--- config.mk ---
export PLATFORM = sky130hd
export DESIGN_NAME = uop_seq
export DESIGN_NICKNAME = d
export VERILOG_FILES = /design/src/rtl/uop_seq_pkg.sv /design/src/rtl/uop_seq_ctrl.sv /design/src/rtl/uop_seq_expand.sv /design/src/rtl/uop_seq.sv
export SDC_FILE = /design/constraint.sdc
export NUM_CORES = 1
export LEC_CHECK = 0
export BUFFER_PORTS_ARGS = -buffer_cell sky130_fd_sc_hd__buf_2
export CAP_MARGIN = 20
export CORE_MARGIN = 2
export CORE_UTILIZATION = 49
export DETAILED_ROUTE_END_ITERATION = 10
export PLACE_DENSITY = 0.77
export RECOVER_POWER = 50
export SETUP_SLACK_MARGIN = 0.05
export SYNTH_ARGS = -nofsm -noshare
export SYNTH_HDL_FRONTEND = slang
export SYNTH_SLANG_ARGS = --single-unit
--- constraint.sdc ---
create_clock -name clk -period 2.1 [get_ports clk]
set_clock_uncertainty 0.05 [all_clocks]
set_input_delay 0.21 -clock clk [delete_from_list [all_inputs] [get_ports clk]]
set_output_delay 0.21 -clock clk [all_outputs]
set_load 0.02 [all_outputs]
--- src/rtl/uop_seq_pkg.sv ---
package uop_seq_pkg;

    localparam int STEP_W = 2;
    localparam int CNT_W  = STEP_W + 1;

    typedef enum logic [2:0] {
        CLS_REG_ALU = 3'd0,
        CLS_LOAD    = 3'd1,
        CLS_STORE   = 3'd2,
        CLS_MEM_SRC = 3'd3,
        CLS_MEM_DST = 3'd4,
        CLS_PUSH    = 3'd5,
        CLS_CALL    = 3'd6,
        CLS_RET     = 3'd7
    } icls_e;

    typedef enum logic [2:0] {
        OP_ALU   = 3'd0,
        OP_LOAD  = 3'd1,
        OP_STORE = 3'd2,
        OP_ADDI  = 3'd3,
        OP_PCCAP = 3'd4,
        OP_JMP   = 3'd5,
        OP_JMPR  = 3'd6
    } uop_e;

    // Number of micro-ops produced by each class.
    function automatic logic [CNT_W-1:0] uop_count(icls_e c);
        case (c)
            CLS_MEM_SRC: return CNT_W'(2);
            CLS_MEM_DST: return CNT_W'(3);
            CLS_PUSH:    return CNT_W'(2);
            CLS_CALL:    return CNT_W'(4);
            CLS_RET:     return CNT_W'(3);
            default:     return CNT_W'(1);
        endcase
    endfunction

endpackage

--- src/rtl/uop_seq_ctrl.sv ---
module uop_seq_ctrl
    import uop_seq_pkg::*;
#(
    parameter int REG_W = 4,
    parameter int IMM_W = 32,
    parameter int FN_W  = 4
) (
    input  logic              clk,
    input  logic              rst,
    input  logic              in_valid,
    output logic              in_ready,
    input  icls_e             in_cls,
    input  logic [FN_W-1:0]   in_fn,
    input  logic [REG_W-1:0]  in_rd,
    input  logic [REG_W-1:0]  in_ra,
    input  logic [REG_W-1:0]  in_rb,
    input  logic [IMM_W-1:0]  in_imm,
    input  logic              out_ready,
    input  logic              last,
    output logic              busy,
    output logic [STEP_W-1:0] step,
    output icls_e             h_cls,
    output logic [FN_W-1:0]   h_fn,
    output logic [REG_W-1:0]  h_rd,
    output logic [REG_W-1:0]  h_ra,
    output logic [REG_W-1:0]  h_rb,
    output logic [IMM_W-1:0]  h_imm
);

    assign in_ready = !busy;

    always_ff @(posedge clk) begin
        if (rst) begin
            busy  <= 1'b0;
            step  <= '0;
            h_cls <= CLS_REG_ALU;
            h_fn  <= '0;
            h_rd  <= '0;
            h_ra  <= '0;
            h_rb  <= '0;
            h_imm <= '0;
        end else if (!busy) begin
            if (in_valid) begin
                busy  <= 1'b1;
                step  <= '0;
                h_cls <= in_cls;
                h_fn  <= in_fn;
                h_rd  <= in_rd;
                h_ra  <= in_ra;
                h_rb  <= in_rb;
                h_imm <= in_imm;
            end
        end else if (out_ready) begin
            if (last) begin
                busy <= 1'b0;
                step <= '0;
            end else begin
                step <= step + STEP_W'(1);
            end
        end
    end

endmodule

--- src/rtl/uop_seq_expand.sv ---
module uop_seq_expand
    import uop_seq_pkg::*;
#(
    parameter int REG_W      = 4,
    parameter int IMM_W      = 32,
    parameter int FN_W       = 4,
    parameter int SLOT_BYTES = 4
) (
    input  icls_e             cls,
    input  logic [STEP_W-1:0] step,
    input  logic [FN_W-1:0]   fn,
    input  logic [REG_W-1:0]  rd,
    input  logic [REG_W-1:0]  ra,
    input  logic [REG_W-1:0]  rb,
    input  logic [IMM_W-1:0]  imm,
    output uop_e              o_op,
    output logic [FN_W-1:0]   o_fn,
    output logic [REG_W-1:0]  o_rd,
    output logic [REG_W-1:0]  o_ra,
    output logic [REG_W-1:0]  o_rb,
    output logic [IMM_W-1:0]  o_imm,
    output logic              o_eoi
);

    localparam logic [REG_W-1:0] TEMP   = {REG_W{1'b1}};
    localparam logic [REG_W-1:0] SP     = {{(REG_W-1){1'b1}}, 1'b0};
    localparam logic [IMM_W-1:0] SP_INC = IMM_W'(SLOT_BYTES);
    localparam logic [IMM_W-1:0] SP_DEC = IMM_W'(0) - IMM_W'(SLOT_BYTES);

    assign o_eoi = ({1'b0, step} == (uop_count(cls) - CNT_W'(1)));

    always_comb begin
        o_op  = OP_ALU;
        o_fn  = '0;
        o_rd  = '0;
        o_ra  = '0;
        o_rb  = '0;
        o_imm = '0;
        case (cls)
            CLS_REG_ALU: begin
                o_fn = fn; o_rd = rd; o_ra = ra; o_rb = rb; o_imm = imm;
            end
            CLS_LOAD: begin
                o_op = OP_LOAD; o_rd = rd; o_ra = ra; o_imm = imm;
            end
            CLS_STORE: begin
                o_op = OP_STORE; o_ra = ra; o_rb = rb; o_imm = imm;
            end
            CLS_MEM_SRC: begin
                if (step == 0) begin
                    o_op = OP_LOAD; o_rd = TEMP; o_ra = ra; o_imm = imm;
                end else begin
                    o_fn = fn; o_rd = rd; o_ra = rd; o_rb = TEMP;
                end
            end
            CLS_MEM_DST: begin
                case (step)
                    2'd0: begin o_op = OP_LOAD; o_rd = TEMP; o_ra = ra; o_imm = imm; end
                    2'd1: begin o_fn = fn; o_rd = TEMP; o_ra = TEMP; o_rb = rb; end
                    default: begin o_op = OP_STORE; o_ra = ra; o_rb = TEMP; o_imm = imm; end
                endcase
            end
            CLS_PUSH: begin
                if (step == 0) begin
                    o_op = OP_STORE; o_ra = SP; o_rb = rb; o_imm = SP_DEC;
                end else begin
                    o_op = OP_ADDI; o_rd = SP; o_ra = SP; o_imm = SP_DEC;
                end
            end
            CLS_CALL: begin
                case (step)
                    2'd0: begin o_op = OP_PCCAP; o_rd = TEMP; end
                    2'd1: begin o_op = OP_STORE; o_ra = SP; o_rb = TEMP; o_imm = SP_DEC; end
                    2'd2: begin o_op = OP_ADDI; o_rd = SP; o_ra = SP; o_imm = SP_DEC; end
                    default: begin o_op = OP_JMP; o_imm = imm; end
                endcase
            end
            default: begin
                case (step)
                    2'd0: begin o_op = OP_ADDI; o_rd = SP; o_ra = SP; o_imm = SP_INC; end
                    2'd1: begin o_op = OP_LOAD; o_rd = TEMP; o_ra = SP; o_imm = SP_DEC; end
                    default: begin o_op = OP_JMPR; o_ra = TEMP; end
                endcase
            end
        endcase
    end

endmodule

--- src/rtl/uop_seq.sv ---
module uop_seq
    import uop_seq_pkg::*;
#(
    parameter int REG_W      = 4,
    parameter int IMM_W      = 32,
    parameter int FN_W       = 4,
    parameter int SLOT_BYTES = 4
) (
    input  logic             clk,
    input  logic             rst,
    input  logic             in_valid,
    output logic             in_ready,
    input  logic [2:0]       in_cls,
    input  logic [FN_W-1:0]  in_fn,
    input  logic [REG_W-1:0] in_rd,
    input  logic [REG_W-1:0] in_ra,
    input  logic [REG_W-1:0] in_rb,
    input  logic [IMM_W-1:0] in_imm,
    output logic             out_valid,
    input  logic             out_ready,
    output logic [2:0]       out_op,
    output logic [FN_W-1:0]  out_fn,
    output logic [REG_W-1:0] out_rd,
    output logic [REG_W-1:0] out_ra,
    output logic [REG_W-1:0] out_rb,
    output logic [IMM_W-1:0] out_imm,
    output logic             out_eoi
);

    logic              busy;
    logic [STEP_W-1:0] step;
    icls_e             h_cls;
    logic [FN_W-1:0]   h_fn;
    logic [REG_W-1:0]  h_rd, h_ra, h_rb;
    logic [IMM_W-1:0]  h_imm;
    uop_e              op_e;

    uop_seq_ctrl #(.REG_W(REG_W), .IMM_W(IMM_W), .FN_W(FN_W)) u_ctrl (
        .clk(clk), .rst(rst),
        .in_valid(in_valid), .in_ready(in_ready),
        .in_cls(icls_e'(in_cls)), .in_fn(in_fn), .in_rd(in_rd), .in_ra(in_ra),
        .in_rb(in_rb), .in_imm(in_imm),
        .out_ready(out_ready), .last(out_eoi),
        .busy(busy), .step(step),
        .h_cls(h_cls), .h_fn(h_fn), .h_rd(h_rd), .h_ra(h_ra), .h_rb(h_rb), .h_imm(h_imm)
    );

    uop_seq_expand #(.REG_W(REG_W), .IMM_W(IMM_W), .FN_W(FN_W), .SLOT_BYTES(SLOT_BYTES)) u_exp (
        .cls(h_cls), .step(step), .fn(h_fn), .rd(h_rd), .ra(h_ra), .rb(h_rb), .imm(h_imm),
        .o_op(op_e), .o_fn(out_fn), .o_rd(out_rd), .o_ra(out_ra), .o_rb(out_rb),
        .o_imm(out_imm), .o_eoi(out_eoi)
    );

    assign out_valid = busy;
    assign out_op    = op_e;

endmodule

* Word level (Yosys, flattened, before mapping)
Cells that the tools add are included.
Storage, ports and cells: register bits after elaboration 54, word-level logic and storage cells 74
Cells by class: add/sub/neg operators 2, equal/unequal tests 11, mux-type cells 39, bitwise operators 1, reduce and logical (&&, ||, !) cells 13
Operators with widths (count):
- 32-bit case mux with 5 select lines | 1
- 32-bit case mux with 2 select lines | 2
- 32-bit 2-to-1 mux | 2
- 4-bit 2-to-1 mux | 11
- 4-bit case mux with 5 select lines | 2
- 4-bit case mux with 2 select lines | 3
- 4-bit case mux with 6 select lines | 1
- 3-bit case mux with 7 select lines | 1
- 3-bit case mux with 3 select lines | 2
- 3-bit == test (second input constant) | 4
- 4-bit case mux with 3 select lines | 1
- 2-bit OR reduction | 6
- 2-bit 2-to-1 mux | 4
- 1-bit 2-to-1 mux | 7
- 3-bit by 2-bit == test with 1-bit output (second input constant) | 2
- 3-bit case mux with 2 select lines | 1
- 2-bit case mux with 2 select lines | 1
- 2-bit AND reduction | 2
- 2-bit by 3-bit == test with 1-bit output | 1
- 3-bit by 1-bit == test with 1-bit output (second input constant) | 1
- 3-bit zero test | 1
- 3-bit OR reduction | 1
- 3-bit by 1-bit subtractor with 3-bit output (second input constant) | 1
- 2-bit by 1-bit adder with 2-bit output (second input constant) | 1
- 7 further kinds | 7

* Depth between registers and ports, before layout
depth in word-level cells 8, gate-level depth with buffers 7

* Modules after synthesis
From an unflattened synthesis, not the netlist that was laid out.
Second synthesis, totals: cell total of the unflattened synthesis 389, area, all modules 2979.1 um^2
Modules (own cells, without submodules):
- uop_seq_ctrl | times used 1, cells an instance 239, area each 1980.6 um^2, seq. area each 1081.0 um^2
- uop_seq_expand | times used 1, cells an instance 150, area each 998.5 um^2, seq. area each 0.0 um^2

* Worst setup path after synthesis
Ideal clock, no wire load.
path type reg2out, start reg u_ctrl.step[0], end out out_ra[0], arrival time 2.031 ns, required time 1.840 ns, slack -0.191 ns, cell stages (with the launch flop) 6, buffers on the path 1, path through dfxtp_1 > inv_1 > ha_1 > nand3b_1 > clkbuf_1 > o311ai_0
On the way: longest elaborated chain between the ends 4
RTL lines:
- from (decl) | line uop_seq_ctrl.sv:21 | output logic [STEP_W-1:0] step,
- from (signal assigned) | line uop_seq_ctrl.sv:58 | step <= step + STEP_W'(1);
- 2-bit by 1-bit == test with 1-bit output or 2-bit zero test (tied branches) | line uop_seq_expand.sv:57, uop_seq_expand.sv:79, uop_seq_expand.sv:50
- 2-bit OR reduction (no line)
- 1-bit 2-to-1 mux | line uop_seq_expand.sv:79 | case (step)
- 4-bit case mux with 5 select lines * | line uop_seq_expand.sv:39 | case (cls)
- to (decl) | line uop_seq.sv:24 | output logic [REG_W-1:0] out_ra,
Mark *: on every way between the ends. The rest lies on a longest branch, timed or not.

* Worst setup path after layout
start reg u_ctrl.h_cls[0], end out out_imm[4]
On the way: longest elaborated chain between the ends 3
RTL lines:
- from (decl) | line uop_seq_ctrl.sv:22 | output icls_e h_cls,
- from (signal assigned) | line uop_seq_ctrl.sv:46 | h_cls <= in_cls;
- 3-bit by 1-bit == test with 1-bit output, or another cell as far along | line uop_seq_expand.sv:39
- 3-bit OR reduction (no line)
- 32-bit case mux with 5 select lines * | line uop_seq_expand.sv:39
- to (decl) | line uop_seq.sv:26 | output logic [IMM_W-1:0] out_imm,
Marked as above.

==> metrics.txt <==
# TYPE chip_impl_metric gauge
chip_impl_info{name="status",value="finished with violations"} 1
chip_impl_info{name="violations_in_the_final_reports",value="negative setup slack"} 1
chip_impl_metric{name="floorplan.die_area",unit="um2"} 7790
chip_impl_metric{name="clk_latency",unit="ps"} 310
chip_impl_metric{name="drt_first_iter_violations",unit=""} 425
chip_impl_metric{name="drv_slew",unit=""} 0
chip_impl_metric{name="setup_ws",unit="ps"} -59.0
chip_impl_metric{name="timing.final.crit_share",unit="%"} 103
chip_impl_metric{name="timing.critical_path.required",unit="ps"} 1840
chip_impl_info{name="yosysMostFrequentCell",value="sky130_fd_sc_hd__nand2_1"} 1
chip_impl_metric{name="antennaDiodeCount",unit=""} 0
chip_impl_metric{name="clkTransAtPathRegs",unit="ps"} 110
chip_impl_metric{name="cts_buffers",unit=""} 5
chip_impl_metric{name="syn_inst",unit=""} 542
chip_impl_metric{name="via_count",unit=""} 4360
chip_impl_metric{name="ys_seq_elements",unit=""} 54
chip_impl_metric{name="io-pin-count",unit=""} 109
chip_impl_metric{name="final_antenna_net_count",unit=""} 0
chip_impl_metric{name="synthesis.nets",unit=""} 603
chip_impl_metric{name="cts_htree_levels",unit=""} 2
chip_impl_metric{name="final-hold-violation-count",unit=""} 0
chip_impl_info{name="synth.largest_area_cell",value="sky130_fd_sc_hd__dfxtp_1"} 1
chip_impl_info{name="worstSetupEndpointType",value="output pin"} 1
chip_impl_metric{name="first_pass_grt_wire_length",unit="um"} 17400
chip_impl_metric{name="maxCapViolCount",unit=""} 0
chip_impl_metric{name="die_width",unit="um"} 88.2
chip_impl_metric{name="nFillCells",unit=""} 554
chip_impl_info{name="yosys-top-cells-area",value="sky130_fd_sc_hd__dfxtp_1, sky130_fd_sc_hd__nand2_1, sky130_fd_sc_hd__a21oi_1, sky130_fd_sc_hd__nand3_1, sky130_fd_sc_hd__o21ai_0"} 1
chip_impl_metric{name="static_leak",unit="nW"} 2.12
chip_impl_metric{name="grt-ovfl-total",unit=""} 0
chip_impl_metric{name="finish.net_count",unit=""} 709
chip_impl_metric{name="floorplan.initialDensity",unit="%"} 50.9
chip_impl_metric{name="detailedPlace.worstSlack",unit="ps"} -4.51
chip_impl_metric{name="placement.io_buffers",unit=""} 108
chip_impl_metric{name="mappedNetlistArea",unit="um2"} 3480
chip_impl_metric{name="synth_compound_gate_area_share",unit="%"} 27.4
chip_impl_metric{name="drt_first_pass_iters",unit=""} 6
chip_impl_metric{name="synth.yosys.seq_area_share",unit="%"} 31.1
chip_impl_metric{name="rd_place_congestion",unit=""} 0.885
chip_impl_metric{name="clk_path_buf_depth",unit=""} 2
chip_impl_metric{name="floorplan_die_height",unit="um"} 88.2
chip_impl_metric{name="fmax",unit="MHz"} 463
chip_impl_metric{name="timing.max_slew.rel_slack",unit="%"} 27.7
chip_impl_metric{name="synth_async_sr_flop_share",unit="%"} 0
chip_impl_metric{name="synth-edff-count",unit=""} 0
chip_impl_metric{name="power.density",unit="nW/um2"} 489
chip_impl_metric{name="syn_avg_cell_area",unit="um2"} 6.42
chip_impl_info{name="ys_dominant_reg_cell",value="sky130_fd_sc_hd__dfxtp_1"} 1
chip_impl_metric{name="area_delta_synth_final",unit="%"} 46.4
chip_impl_metric{name="tritoncts_num_sinks",unit=""} 54
chip_impl_metric{name="synthesized_area_fraction_occupied_by_xor_and_xnor_cells",unit="%"} 0
chip_impl_metric{name="global_route.usage.total",unit="%"} 27.5
chip_impl_metric{name="arithmetic_cell_share_of_the_synthesized_area_counting_full_adders_half_adders_and_majority_gates",unit="%"} 2.16
chip_impl_info{name="criticalPathCategory",value="reg2out"} 1
chip_impl_metric{name="max_slew.worst_pin.slew",unit="ps"} 1080
chip_impl_metric{name="fin_hold_ws",unit="ps"} 67.0
chip_impl_info{name="netlist_top_cells_count",value="sky130_fd_sc_hd__nand2_1, sky130_fd_sc_hd__a21oi_1, sky130_fd_sc_hd__nand3_1"} 1
chip_impl_metric{name="hpwl",unit="um"} 7360
chip_impl_metric{name="peakVddDrop",unit="mV"} 0.297
chip_impl_metric{name="grt_pass1_vias",unit=""} 3611
chip_impl_metric{name="drc",unit=""} 0
chip_impl_metric{name="wl_per_cell",unit="um"} 16.2
chip_impl_metric{name="synth-warning-count",unit=""} 0
chip_impl_metric{name="floorplan.rows",unit=""} 30
chip_impl_metric{name="cts_hold_repair.buffers",unit=""} 0
chip_impl_metric{name="netlist-cell-type-count",unit=""} 45
chip_impl_metric{name="core",unit="um2"} 6830
chip_impl_metric{name="path_max_fanout",unit=""} 28
chip_impl_info{name="hp-class",value="in2reg"} 1
chip_impl_metric{name="drt_wl_total",unit="um"} 12000
chip_impl_metric{name="yosys-mux-area-fraction",unit="%"} 0.612
chip_impl_metric{name="initial_antenna_violation_count",unit=""} 0
chip_impl_info{name="critPathLaunchType",value="flip-flop"} 1
chip_impl_metric{name="synth_largest_type_area_fraction",unit="%"} 31.1
chip_impl_info{name="tritoncts",value="done"} 1
chip_impl_metric{name="timing.critical_path.arrival",unit="ps"} 1900
chip_impl_metric{name="post_synth_and_or_nand_nor_area_fraction",unit="%"} 32.0
chip_impl_metric{name="final_period_minus_worst_setup_slack",unit="ps"} 2160
chip_impl_info{name="synth_top_family_by_area",value="simple AND/OR/NAND/NOR gates"} 1
chip_impl_metric{name="final_layout_size_suffix_gt1_share",unit="%"} 34.8
chip_impl_info{name="setup_repair_after_global_routing_missed_its_margin",value="yes"} 1
chip_impl_metric{name="per_cell_via_count_in_the_routed_design",unit=""} 5.85
chip_impl_info{name="clockRootBuffer",value="sky130_fd_sc_hd__clkbuf_8"} 1
chip_impl_metric{name="setup_viol_count_final",unit=""} 17
chip_impl_metric{name="grt_max_degree",unit=""} 54
==> path summary, 6_finish.rpt <==
kind                                start                            end  slack (ps)  cells after the start
max          u_ctrl.h_cls[0]$_SDFFE_PP0P_                     out_imm[4]         -60                      7
min                             in_cls[0]   u_ctrl.h_cls[0]$_SDFFE_PP0P_          70                      3
max reg2reg        u_ctrl.busy$_SDFF_PP0_  u_ctrl.h_imm[13]$_SDFFE_PP0P_         140                      5
min reg2reg   u_ctrl.h_fn[1]$_SDFFE_PP0P_    u_ctrl.h_fn[1]$_SDFFE_PP0P_         420                      2
==> placed cells by master (no fill, tap or decap), types with 3 or more instances in the layout <==
| master | n |
|---|---|
| sky130_fd_sc_hd__buf_2 | 60 |
| sky130_fd_sc_hd__clkbuf_16 | 4 |
| sky130_fd_sc_hd__nor2b_1 | 8 |
| sky130_fd_sc_hd__o21ai_1 | 35 |
| sky130_fd_sc_hd__nand2_2 | 3 |
| sky130_fd_sc_hd__buf_4 | 42 |
| sky130_fd_sc_hd__buf_12 | 3 |
| sky130_fd_sc_hd__inv_6 | 3 |
| sky130_fd_sc_hd__inv_1 | 6 |
| sky130_fd_sc_hd__buf_6 | 40 |
| sky130_fd_sc_hd__dfxtp_4 | 5 |
| sky130_fd_sc_hd__ha_4 | 4 |
| sky130_fd_sc_hd__o22ai_2 | 4 |
| sky130_fd_sc_hd__nand3_2 | 8 |
| sky130_fd_sc_hd__a21oi_2 | 13 |
| sky130_fd_sc_hd__nand2_1 | 139 |
| sky130_fd_sc_hd__a31o_2 | 3 |
| sky130_fd_sc_hd__dfxtp_1 | 49 |
| sky130_fd_sc_hd__nand3_1 | 52 |
| sky130_fd_sc_hd__clkbuf_8 | 5 |
| sky130_fd_sc_hd__a21oi_1 | 80 |
| sky130_fd_sc_hd__o21ai_0 | 8 |
| sky130_fd_sc_hd__nor2_1 | 8 |
| sky130_fd_sc_hd__nand2b_1 | 8 |
| sky130_fd_sc_hd__a221o_1 | 4 |
==> registers in the layout, indices dropped and copies added (netlist names) <==
name          cells
u_ctrl.h_imm     32
u_ctrl.h_fn       4
u_ctrl.h_ra       4
u_ctrl.h_rb       4
u_ctrl.h_rd       4
u_ctrl.h_cls      3
u_ctrl.step       2
u_ctrl.busy       1
==> per-layer routing <==
metal / global-route usage [%] / routed length [um]
met2: 45.4 / 5740
met3: 3.54 / 1010
met1: 38.9 / 5070
met4: 5.37 / 224
met5: 0 / 0
==> critical path: stages, from the launching register on <==
cell	delay (ps)
sky130_fd_sc_hd__dfxtp_4	420
sky130_fd_sc_hd__buf_12	190
sky130_fd_sc_hd__nand2b_1	200
sky130_fd_sc_hd__buf_6	230
sky130_fd_sc_hd__a21oi_2	60
sky130_fd_sc_hd__o21ai_1	220
sky130_fd_sc_hd__nand3_2	100
sky130_fd_sc_hd__buf_6	150
==> area by class of cell <==
type,instances,area (um2),share of cell area (%)
multi-input cells,426,2460,48.3
well taps,96,120,2.36
clock inverters,3,23.8,0.467
inverters,8,40.0,0.787
repair buffers,153,1280,25.1
flip-flops and latches,54,1100,21.6
clock buffers,5,68.8,1.35
==> through the flow <==
step	utilization, %	cells	setup TNS (ps)	power (mW)	instance area (um2)
5_1_grt	74.5	745	-3050	2.60	5090
4_1_cts	67.6	739	-1120	2.41	4620
6_report	74.5	745	-398	2.49	5090
3_5_place_dp	62.3	725	-4.51	1.77	4250
2_1_floorplan	-	542	0	1.54	3480
3_3_place_gp	62.3	725	0	1.76	4250
==> logic make-up (layout without fill, tap and decap cells) <==
| logic type | after synthesis | count (layout) |
|---|---|---|
| buffers and inverters | 62 | 169 |
| flip-flops | 54 | 54 |
| adder cells (fa/ha/maj) | 6 | 6 |
| multiplexers | 2 | 2 |
| AND/OR/NAND/NOR | 249 | 249 |
| AO/OA/AOI/OAI | 169 | 169 |
==> report_power, final <==
part / leakage [nW] / switching [mW] / internal [mW]
clock: 0.0408 / 0.382 / 0.240
combinational: 1.64 / 0.411 / 0.310
sequential: 0.447 / 0.0656 / 1.08
total: 2.12 / 0.858 / 1.63
==> timing repair <==
item	CTS	global route
gates resized for setup	62	131
hold endpoints to repair	0	0
pin swaps	5	27
buffers inserted	5	2
endpoints found under the setup margin	52	52
gates cloned	1	4
Power figures use the tool's default switching activity.
